**config.mk**
```make
export PLATFORM = sky130hd
export DESIGN_NAME = sar_rx
export DESIGN_NICKNAME = d
export VERILOG_FILES = /design/src/rtl/sar_pkg.sv /design/src/rtl/sar_edge_tracker.sv /design/src/rtl/sar_bit_capture.sv /design/src/rtl/sar_sample_former.sv /design/src/rtl/sar_rx.sv
export SDC_FILE = /design/constraint.sdc
export NUM_CORES = 1
export LEC_CHECK = 0
export CORE_UTILIZATION = 62
export CTS_BUF_LIST = sky130_fd_sc_hd__clkbuf_16
export CTS_CLUSTER_SIZE = 28
export DETAILED_ROUTE_END_ITERATION = 8
export PLACE_DENSITY_LB_ADDON = 0.1
export REMOVE_ABC_BUFFERS = 1
export SLEW_MARGIN = 10
export SYNTH_ARGS = -nofsm -noshare
export SYNTH_HDL_FRONTEND = slang
export SYNTH_SLANG_ARGS = --single-unit
```
**constraint.sdc**
```tcl
create_clock -name clk -period 3.3 [get_ports clk]
set_clock_uncertainty 0.1 [all_clocks]
set_input_delay 0.66 -clock clk [delete_from_list [all_inputs] [get_ports clk]]
set_output_delay 0.66 -clock clk [all_outputs]
set_load 0.1 [all_outputs]
```
**src/rtl/sar_pkg.sv**
```systemverilog
package sar_pkg;

  typedef enum logic [1:0] {
    FMT_RJ_SHORT = 2'b00,
    FMT_RJ_LONG  = 2'b01,
    FMT_LJ_LONG  = 2'b10,
    FMT_I2S      = 2'b11
  } fmt_e;

  // fewest bits a half-period must carry to yield a sample
  function automatic int min_bits(fmt_e f, int short_w, int long_w, int i2s_min);
    case (f)
      FMT_RJ_SHORT: min_bits = short_w;
      FMT_RJ_LONG:  min_bits = long_w;
      FMT_LJ_LONG:  min_bits = long_w;
      default:      min_bits = i2s_min;
    endcase
  endfunction

endpackage

```
**src/rtl/sar_edge_tracker.sv**
```systemverilog
module sar_edge_tracker #(
  parameter int CNT_W = 8
) (
  input  logic             clk,
  input  logic             rst,
  input  logic             wclk,
  output logic             edge_now,
  output logic             synced,
  output logic [CNT_W-1:0] half_len,
  output logic             half_lvl,
  output logic [CNT_W-1:0] pos
);

  localparam logic [CNT_W-1:0] LEN_MAX = {CNT_W{1'b1}};

  logic             primed;
  logic             prev_lvl;
  logic [CNT_W-1:0] len_q;

  assign edge_now = primed && (wclk != prev_lvl);
  assign half_len = len_q;
  assign half_lvl = prev_lvl;
  assign pos      = edge_now ? '0 : len_q;

  always_ff @(posedge clk) begin
    if (rst) begin
      primed   <= 1'b0;
      synced   <= 1'b0;
      prev_lvl <= 1'b0;
      len_q    <= '0;
    end else if (!primed) begin
      primed   <= 1'b1;
      prev_lvl <= wclk;
      len_q    <= CNT_W'(1);
    end else begin
      prev_lvl <= wclk;
      if (edge_now) begin
        synced <= 1'b1;
        len_q  <= CNT_W'(1);
      end else if (len_q != LEN_MAX) begin
        len_q <= len_q + CNT_W'(1);
      end
    end
  end

endmodule

```
**src/rtl/sar_bit_capture.sv**
```systemverilog
module sar_bit_capture #(
  parameter int W     = 18,
  parameter int CNT_W = 8
) (
  input  logic             clk,
  input  logic             rst,
  input  logic             sdata,
  input  logic [CNT_W-1:0] pos,
  output logic [W-1:0]     tail_bits,
  output logic [W-1:0]     head_bits
);

  localparam int IDX_W = $clog2(W);
  localparam logic [CNT_W-1:0] W_C = CNT_W'(W);

  logic [IDX_W-1:0] slot;
  assign slot = IDX_W'(W - 1) - pos[IDX_W-1:0];

  // trailing window: always the newest W bits
  always_ff @(posedge clk) begin
    if (rst) tail_bits <= '0;
    else     tail_bits <= {tail_bits[W-2:0], sdata};
  end

  // leading window: bit at position p of the half lands at W-1-p
  always_ff @(posedge clk) begin
    if (rst) begin
      head_bits <= '0;
    end else if (pos == '0) begin
      head_bits <= {sdata, {(W-1){1'b0}}};
    end else if (pos < W_C) begin
      head_bits[slot] <= sdata;
    end
  end

endmodule

```
**src/rtl/sar_sample_former.sv**
```systemverilog
module sar_sample_former
  import sar_pkg::*;
#(
  parameter int W       = 18,
  parameter int SHORT_W = 16,
  parameter int I2S_MIN = 16,
  parameter int CNT_W   = 8
) (
  input  logic             clk,
  input  logic             rst,
  input  fmt_e             fmt,
  input  logic             edge_now,
  input  logic             synced,
  input  logic [CNT_W-1:0] half_len,
  input  logic             half_lvl,
  input  logic [W-1:0]     tail_bits,
  input  logic [W-1:0]     head_bits,
  output logic [W-1:0]     sample,
  output logic             sample_left,
  output logic             sample_valid,
  output logic             frame_err
);

  localparam int EXT_W = W - SHORT_W;

  logic [W-1:0] word;
  logic         enough;
  logic         left_now;

  generate
    if (EXT_W > 0) begin : g_ext
      logic [W-1:0] short_word;
      assign short_word = {{EXT_W{tail_bits[SHORT_W-1]}}, tail_bits[SHORT_W-1:0]};
      always_comb begin
        case (fmt)
          FMT_RJ_SHORT: word = short_word;
          FMT_RJ_LONG:  word = tail_bits;
          default:      word = head_bits;
        endcase
      end
    end else begin : g_noext
      always_comb begin
        case (fmt)
          FMT_RJ_SHORT, FMT_RJ_LONG: word = tail_bits;
          default:                   word = head_bits;
        endcase
      end
    end
  endgenerate

  assign enough   = int'(half_len) >= min_bits(fmt, SHORT_W, W, I2S_MIN);
  assign left_now = (fmt == FMT_I2S) ? !half_lvl : half_lvl;

  always_ff @(posedge clk) begin
    if (rst) begin
      sample       <= '0;
      sample_left  <= 1'b0;
      sample_valid <= 1'b0;
      frame_err    <= 1'b0;
    end else begin
      sample_valid <= 1'b0;
      frame_err    <= 1'b0;
      if (edge_now && synced) begin
        if (enough) begin
          sample       <= word;
          sample_left  <= left_now;
          sample_valid <= 1'b1;
        end else begin
          frame_err <= 1'b1;
        end
      end
    end
  end

endmodule

```
**src/rtl/sar_rx.sv**
```systemverilog
module sar_rx
  import sar_pkg::*;
#(
  parameter int SAMPLE_W = 18,
  parameter int SHORT_W  = 16,
  parameter int I2S_MIN  = 16,
  parameter int CNT_W    = 8
) (
  input  logic                clk,
  input  logic                rst,
  input  logic [1:0]          mode,
  input  logic                lrck,
  input  logic                sdata,
  output logic [SAMPLE_W-1:0] sample,
  output logic                sample_left,
  output logic                sample_valid,
  output logic                frame_err
);

  fmt_e             fmt;
  logic             lrck_d1;
  logic             wclk_eff;
  logic             edge_now;
  logic             synced;
  logic [CNT_W-1:0] half_len;
  logic             half_lvl;
  logic [CNT_W-1:0] pos;
  logic [SAMPLE_W-1:0] tail_bits;
  logic [SAMPLE_W-1:0] head_bits;

  assign fmt = fmt_e'(mode);

  // delayed word clock, kept live through reset so no false edge follows it
  always_ff @(posedge clk) lrck_d1 <= lrck;

  assign wclk_eff = (fmt == FMT_I2S) ? lrck_d1 : lrck;

  sar_edge_tracker #(.CNT_W(CNT_W)) trk_i (
    .clk      (clk),
    .rst      (rst),
    .wclk     (wclk_eff),
    .edge_now (edge_now),
    .synced   (synced),
    .half_len (half_len),
    .half_lvl (half_lvl),
    .pos      (pos)
  );

  sar_bit_capture #(.W(SAMPLE_W), .CNT_W(CNT_W)) cap_i (
    .clk       (clk),
    .rst       (rst),
    .sdata     (sdata),
    .pos       (pos),
    .tail_bits (tail_bits),
    .head_bits (head_bits)
  );

  sar_sample_former #(
    .W(SAMPLE_W), .SHORT_W(SHORT_W), .I2S_MIN(I2S_MIN), .CNT_W(CNT_W)
  ) frm_i (
    .clk          (clk),
    .rst          (rst),
    .fmt          (fmt),
    .edge_now     (edge_now),
    .synced       (synced),
    .half_len     (half_len),
    .half_lvl     (half_lvl),
    .tail_bits    (tail_bits),
    .head_bits    (head_bits),
    .sample       (sample),
    .sample_left  (sample_left),
    .sample_valid (sample_valid),
    .frame_err    (frame_err)
  );

endmodule

```
Word-level counts from Yosys, hierarchy flattened
Index checks and enable logic that the tools add are counted.
{"block": "classes", "addsub": 2, "magnitude_cmp": 4, "n_eq_ne": 6, "muxes": 16, "bitwise_logic": 2, "n_reduce_logical": 13}
{"operator": "$mux W18", "count": 2}
{"operator": "$pmux W18 S2", "count": 1}
{"operator": "$bwmux W18", "count": 1}
{"operator": "$mux W1", "count": 9}
{"operator": "$add A8 B1 Y8 const B", "count": 1}
{"operator": "$ge A8 B5 Y1", "count": 1}
{"operator": "$logic_not A8 Y1", "count": 1}
{"operator": "$lt A8 B5 Y1 const B", "count": 1}
{"operator": "$mux W8", "count": 1}
{"operator": "$ne A8 B8 Y1 const B", "count": 1}
{"operator": "$lt A5 B6 Y1 const B", "count": 1}
{"operator": "$reduce_or A2 Y1", "count": 3}
{"operator": "$demux W1 S5", "count": 1}
{"operator": "$ge A5 B1 Y1 const B", "count": 1}
{"operator": "$sub A5 B5 Y5 const A", "count": 1}
{"operator": "$eq A2 B2 Y1 const B", "count": 2}
{"operator": "$reduce_and A2 Y1", "count": 2}
{"operator": "$logic_and A1 B1 Y1", "count": 3}
{"operator": "$ne A3 B2 Y1 const B", "count": 1}
{"operator": "$reduce_or A3 Y1", "count": 1}
{"operator": "$eq A2 B1 Y1 const B", "count": 1}
{"operator": "$logic_not A2 Y1", "count": 1}
{"operator": "$mux W2", "count": 1}
{"operator": "$not A1 Y1", "count": 2}
{"operator": "other kinds (3)", "count": 3}
{"block": "totals", "regBits": 69, "out_inout_bits": 21, "word_cells": 56}

Depth between registers and ports, before layout
{"block": "logic_depth", "depth_word": 13, "ltp_mapped": 8, "mapped_depth_nobuf": 7}

Modules after synthesis
Synthesis repeated with hierarchy kept, for this count alone.
{"block": "hier_totals", "cells_unflattened": 317, "area_unflattened_um2": 3158.0}
{"mod": "sar_bit_capture", "n_inst": 1, "cells_each": 145, "area_each_um2": 1415.1, "seq_area_each_um2": 720.7}
{"mod": "sar_sample_former", "n_inst": 1, "cells_each": 105, "area_each_um2": 1106.1, "seq_area_each_um2": 420.4}
{"mod": "sar_edge_tracker", "n_inst": 1, "cells_each": 64, "area_each_um2": 598.1, "seq_area_each_um2": 220.2}
{"mod": "sar_rx", "n_inst": 1, "cells_each": 3, "area_each_um2": 38.8, "seq_area_each_um2": 20.0}

Worst setup path after synthesis
Ideal clock, no wire load.
{"block": "synth_timing", "path_type": "input to register", "from": "input port mode[0]", "to": "register frm_i.sample[0]", "setup_ps": 121, "t_arrival_ps": 2136, "required_time_ps": 3079, "slack_ps": 943, "stages": 6, "n_path_buf": 1, "path_cell_list": "ha_1 -> mux2i_4 -> mux2_4 -> o211ai_2 -> buf_6 -> mux2_4"}
{"block": "synth_between", "elab_chain_cells": 6, "elab_cells_between_ends": 13, "classes_between": "1 x order compare; 4 x eq/ne; 3 x mux; 5 x reduce/logical"}
{"item": "from (decl)", "line": "sar_rx.sv:11", "rtl": "input logic [1:0] mode,"}
{"item": "branches (longest 6 deep; another with $ge A8 B5 Y1)"}
{"item": "to (signal assigned)", "line": "sar_sample_former.sv:65", "rtl": "sample <= word;"}
{"item": "to (decl)", "line": "sar_sample_former.sv:18", "rtl": "output logic [W-1:0] sample,"}
Several ways; the timed one is not identified.
A chain may end at the register's enable or synchronous reset.

Worst setup path in the final report
{"block": "layout_timing", "from": "input port mode[0]", "to": "register frm_i.sample[8]"}
The elaborated chain is that of the path after synthesis.

==> summary.txt <==
Outcome
  • Outcome: completed

Global route
  • Met1 usage: 0.314
  • Vias in the first global route: 2260
  • Largest net degree at the start of global routing: 61
  • First-pass GRT wire length: 10300 um
  • Total congestion overflow: 0
  • Antenna violations before repair: 0
  • GR Util All Layers: 0.248
  • GRT met3 Usage: 0.0602
  • Global-route layer with the greatest usage: met2
  • Met2 Track Usage GR: 0.397

Drt
  • Iteration-0 DRC Markers: 132
  • DR WL/cell: 14.6 um
  • Vias per cell: 5.59
  • DRC Markers: 0
  • Router iterations before antenna repair: 4
  • Via Count: 2477
  • DRT Wirelength: 6450 um
  • Final ANT Viol Nets: 0

Cells and area
  • Non-Filler Instances: 443
  • Fill count: 391
  • Nets: 380
  • Layout area overhead: 14.9%
  • ANT cells: 0
  • Layout cells sized above 1: 0.204

Setup path
  • Kind of critical path: input port to flip-flop
  • Nature of the critical path endpoint: flip-flop
  • Worst R2R Path Depth: 8
  • WP data arrival: 2830 ps
  • Worst r2r src: trk_i.half_len[1]
  • Reg2reg setup slack: 1180 ps
  • R2r endpoint: frm_i.sample[8]
  • CP Launch Type: input port
  • Worst-path fanout max: 11
  • Worst endpoint required time: 3410 ps

Placement
  • PortBufs: 26
  • DP Wirelength: 4140 um
  • DP Worst Slack: 238 ps
  • Placed cell count: 428
  • GPL Wtd Cong: 0.855

Clock network
  • TritonCTS clock tree: built
  • Worst-skew pair later-pin latency: 330 ps
  • Clk slew on worst S/H paths: 50 ps
  • Hold buffers post-CTS: 0
  • Root Driver: clkbuf_16
  • Postcts setup bufs: 0
  • CTS max path bufs: 2
  • # H-tree levels: 3
  • CTS Sinks: 69
  • Post-CTS sizing: 0
  • TritonCTS Buffers: 9

Yosys
  • Synth unique cells: 46
  • Async S/R FF share, synth: 0
  • Post-synthesis xor/xnor area fraction: 0.0186
  • Main synth FF type: dfxtp_1
  • Syn. warnings: 0
  • Cells after synthesis: 348
  • EDFF count, synth: 0
  • Synth Area in Simple Gates: 0.238
  • Area leader, netlist: dfxtp_1
  • Combinational family with the most area after synthesis: simple AND/OR/NAND/NOR gates
  • Largest cells by area after synthesis: dfxtp_1 (42%), mux2_4 (8.6%), nor2b_1 (7.2%)
  • Mapped Area: 0.00330 mm2
  • Post-Syn Area per Cell: 9.50 um2
  • Sequential share of the synthesized area: 0.418
  • Multiplexer share of the synthesized area: 0.139
  • Number of synthesized register bits: 69
  • Synth top cells by count: dfxtp_1 (69), nor2b_1 (38), a21oi_1 (27)
  • Compound-gate portion of the synthesized area: 0.107
  • Most numerous cell in the Yosys netlist: dfxtp_1
  • Post-synthesis adder-cell area fraction: 0.0189
  • Synth top area share: 0.418

STA
  • RSZ-0062 raised after global routing: false
  • Fin. max-slew vios: 0
  • Fmax: 369 MHz
  • Final period utilization: 0.822
  • Slew @ Worst Pin: 833 ps
  • Worst slew margin: 0.443
  • Worst setup margin: 587 ps
  • Final setup viols: 0
  • Fin. Hold Viols: 0
  • Setup TNS: 0 ps
  • Tmin final: 2710 ps

Worst hold path
  • Min-delay worst type: flip-flop to flip-flop
  • Hold Crit Start: cap_i.tail_bits[9]
  • Hold path depth: 1
  • Min-Delay Endpoint: cap_i.tail_bits[10]

Die
  • Die Wd: 75.0 um
  • Die ar.: 0.00563 mm2
  • Core Area: 0.00511 mm2
  • IO Count: 27
  • Starting density of the core: 0.647
  • Row count: 26
  • Die H: 75.0 um

Pwr
  • Cell leakage power: 1.55 nW
  • Power per Cell Area: 494 mW/mm2
  • Max VDD drop: 308 uV

Job
  • Max cap viols: 0
[worst max-delay path, stage by stage]
cell             delay (ps)
clkdlybuf4s50_1         510
ha_1                    260
mux2i_4                 360
mux2_4                  360
o211ai_2                 80
buf_4                   270
mux2_4                  320
[flip-flops by register name, summed over array words and instances (netlist names), 8 cells and up]
signal           count
cap_i.tail_bits     18
cap_i.head_bits     18
trk_i.half_len       8
frm_i.sample        18
[final cells by class]
type                    instances  area (um2)  share of cell area
clock buffers                   9         225              0.0593
clock inverters                 6        55.1              0.0145
inverters                      11        41.3              0.0109
multi-input cells             243        1720               0.454
flip-flops and latches         69        1380               0.364
well taps                      70        87.6              0.0231
repair buffers                 35         283              0.0745
[cells in the final DEF (no fill, tap or decap), types with 5 or more instances in the layout]
master | Yosys | final
mux2i_1 | 13 | 13
a21oi_1 | 27 | 27
clkbuf_16 | 0 | 9
mux2_4 | 19 | 19
nand3_1 | 24 | 24
ha_1 | 5 | 5
nand2_1 | 22 | 22
dfxtp_1 | 69 | 69
buf_4 | 0 | 29
nand4_1 | 9 | 9
inv_1 | 11 | 11
o21ai_0 | 19 | 19
nor2b_1 | 38 | 38
nor2_1 | 14 | 14
[stage by stage]
step | hold WS, ps | utilization | instance area (um2) | power (mW)
after floorplan | 331 | - | 3150 | 0.937
after global placement | 334 | 0.689 | 3520 | 0.985
after detailed placement | 346 | 0.689 | 3520 | 0.989
after CTS | 360 | 0.744 | 3800 | 1.89
after global routing | 375 | 0.744 | 3800 | 1.94
final | 357 | 0.744 | 3800 | 1.87
[layer usage]
metal	part of all wire	wire length [um]	vias to the layer above
met5	0	0	-
met4	0.018	118	0
met3	0.039	254	12
met2	0.47	3050	56
met1	0.47	3020	1158
li1	-	-	1251
[report_power, final]
group          internal [mW]  switching, mW  total, mW  leakage, nW
Sequential             0.842        0.00800      0.850        0.558
Combinational         0.0413         0.0811      0.122        0.853
Clock                  0.571          0.331      0.902        0.136
[kinds of logic after synthesis]
| group | count (synthesis) |
|---|---|
| DFF | 69 |
| adders and majority gates | 5 |
| xor gates and xnor gates | 7 |
| and+or+nand+nor | 137 |
| AOI/OAI and AO/OA | 60 |
| buffers and inverters | 36 |
| muxes | 34 |
[worst max path at each step]
stage               depth (start not counted)  slack, ps                 end    start
floorplan                                   7        440     frm_i.sample[0]  mode[0]
global placement                            7        310     frm_i.sample[9]  mode[0]
detailed placement                          7        240     frm_i.sample[8]  mode[0]
global route                                7        500  cap_i.head_bits[2]  mode[0]
finish                                      7        590     frm_i.sample[8]  mode[0]
CTS                                         7        580     frm_i.sample[2]  mode[0]
(Power assumes the default switching activity.)
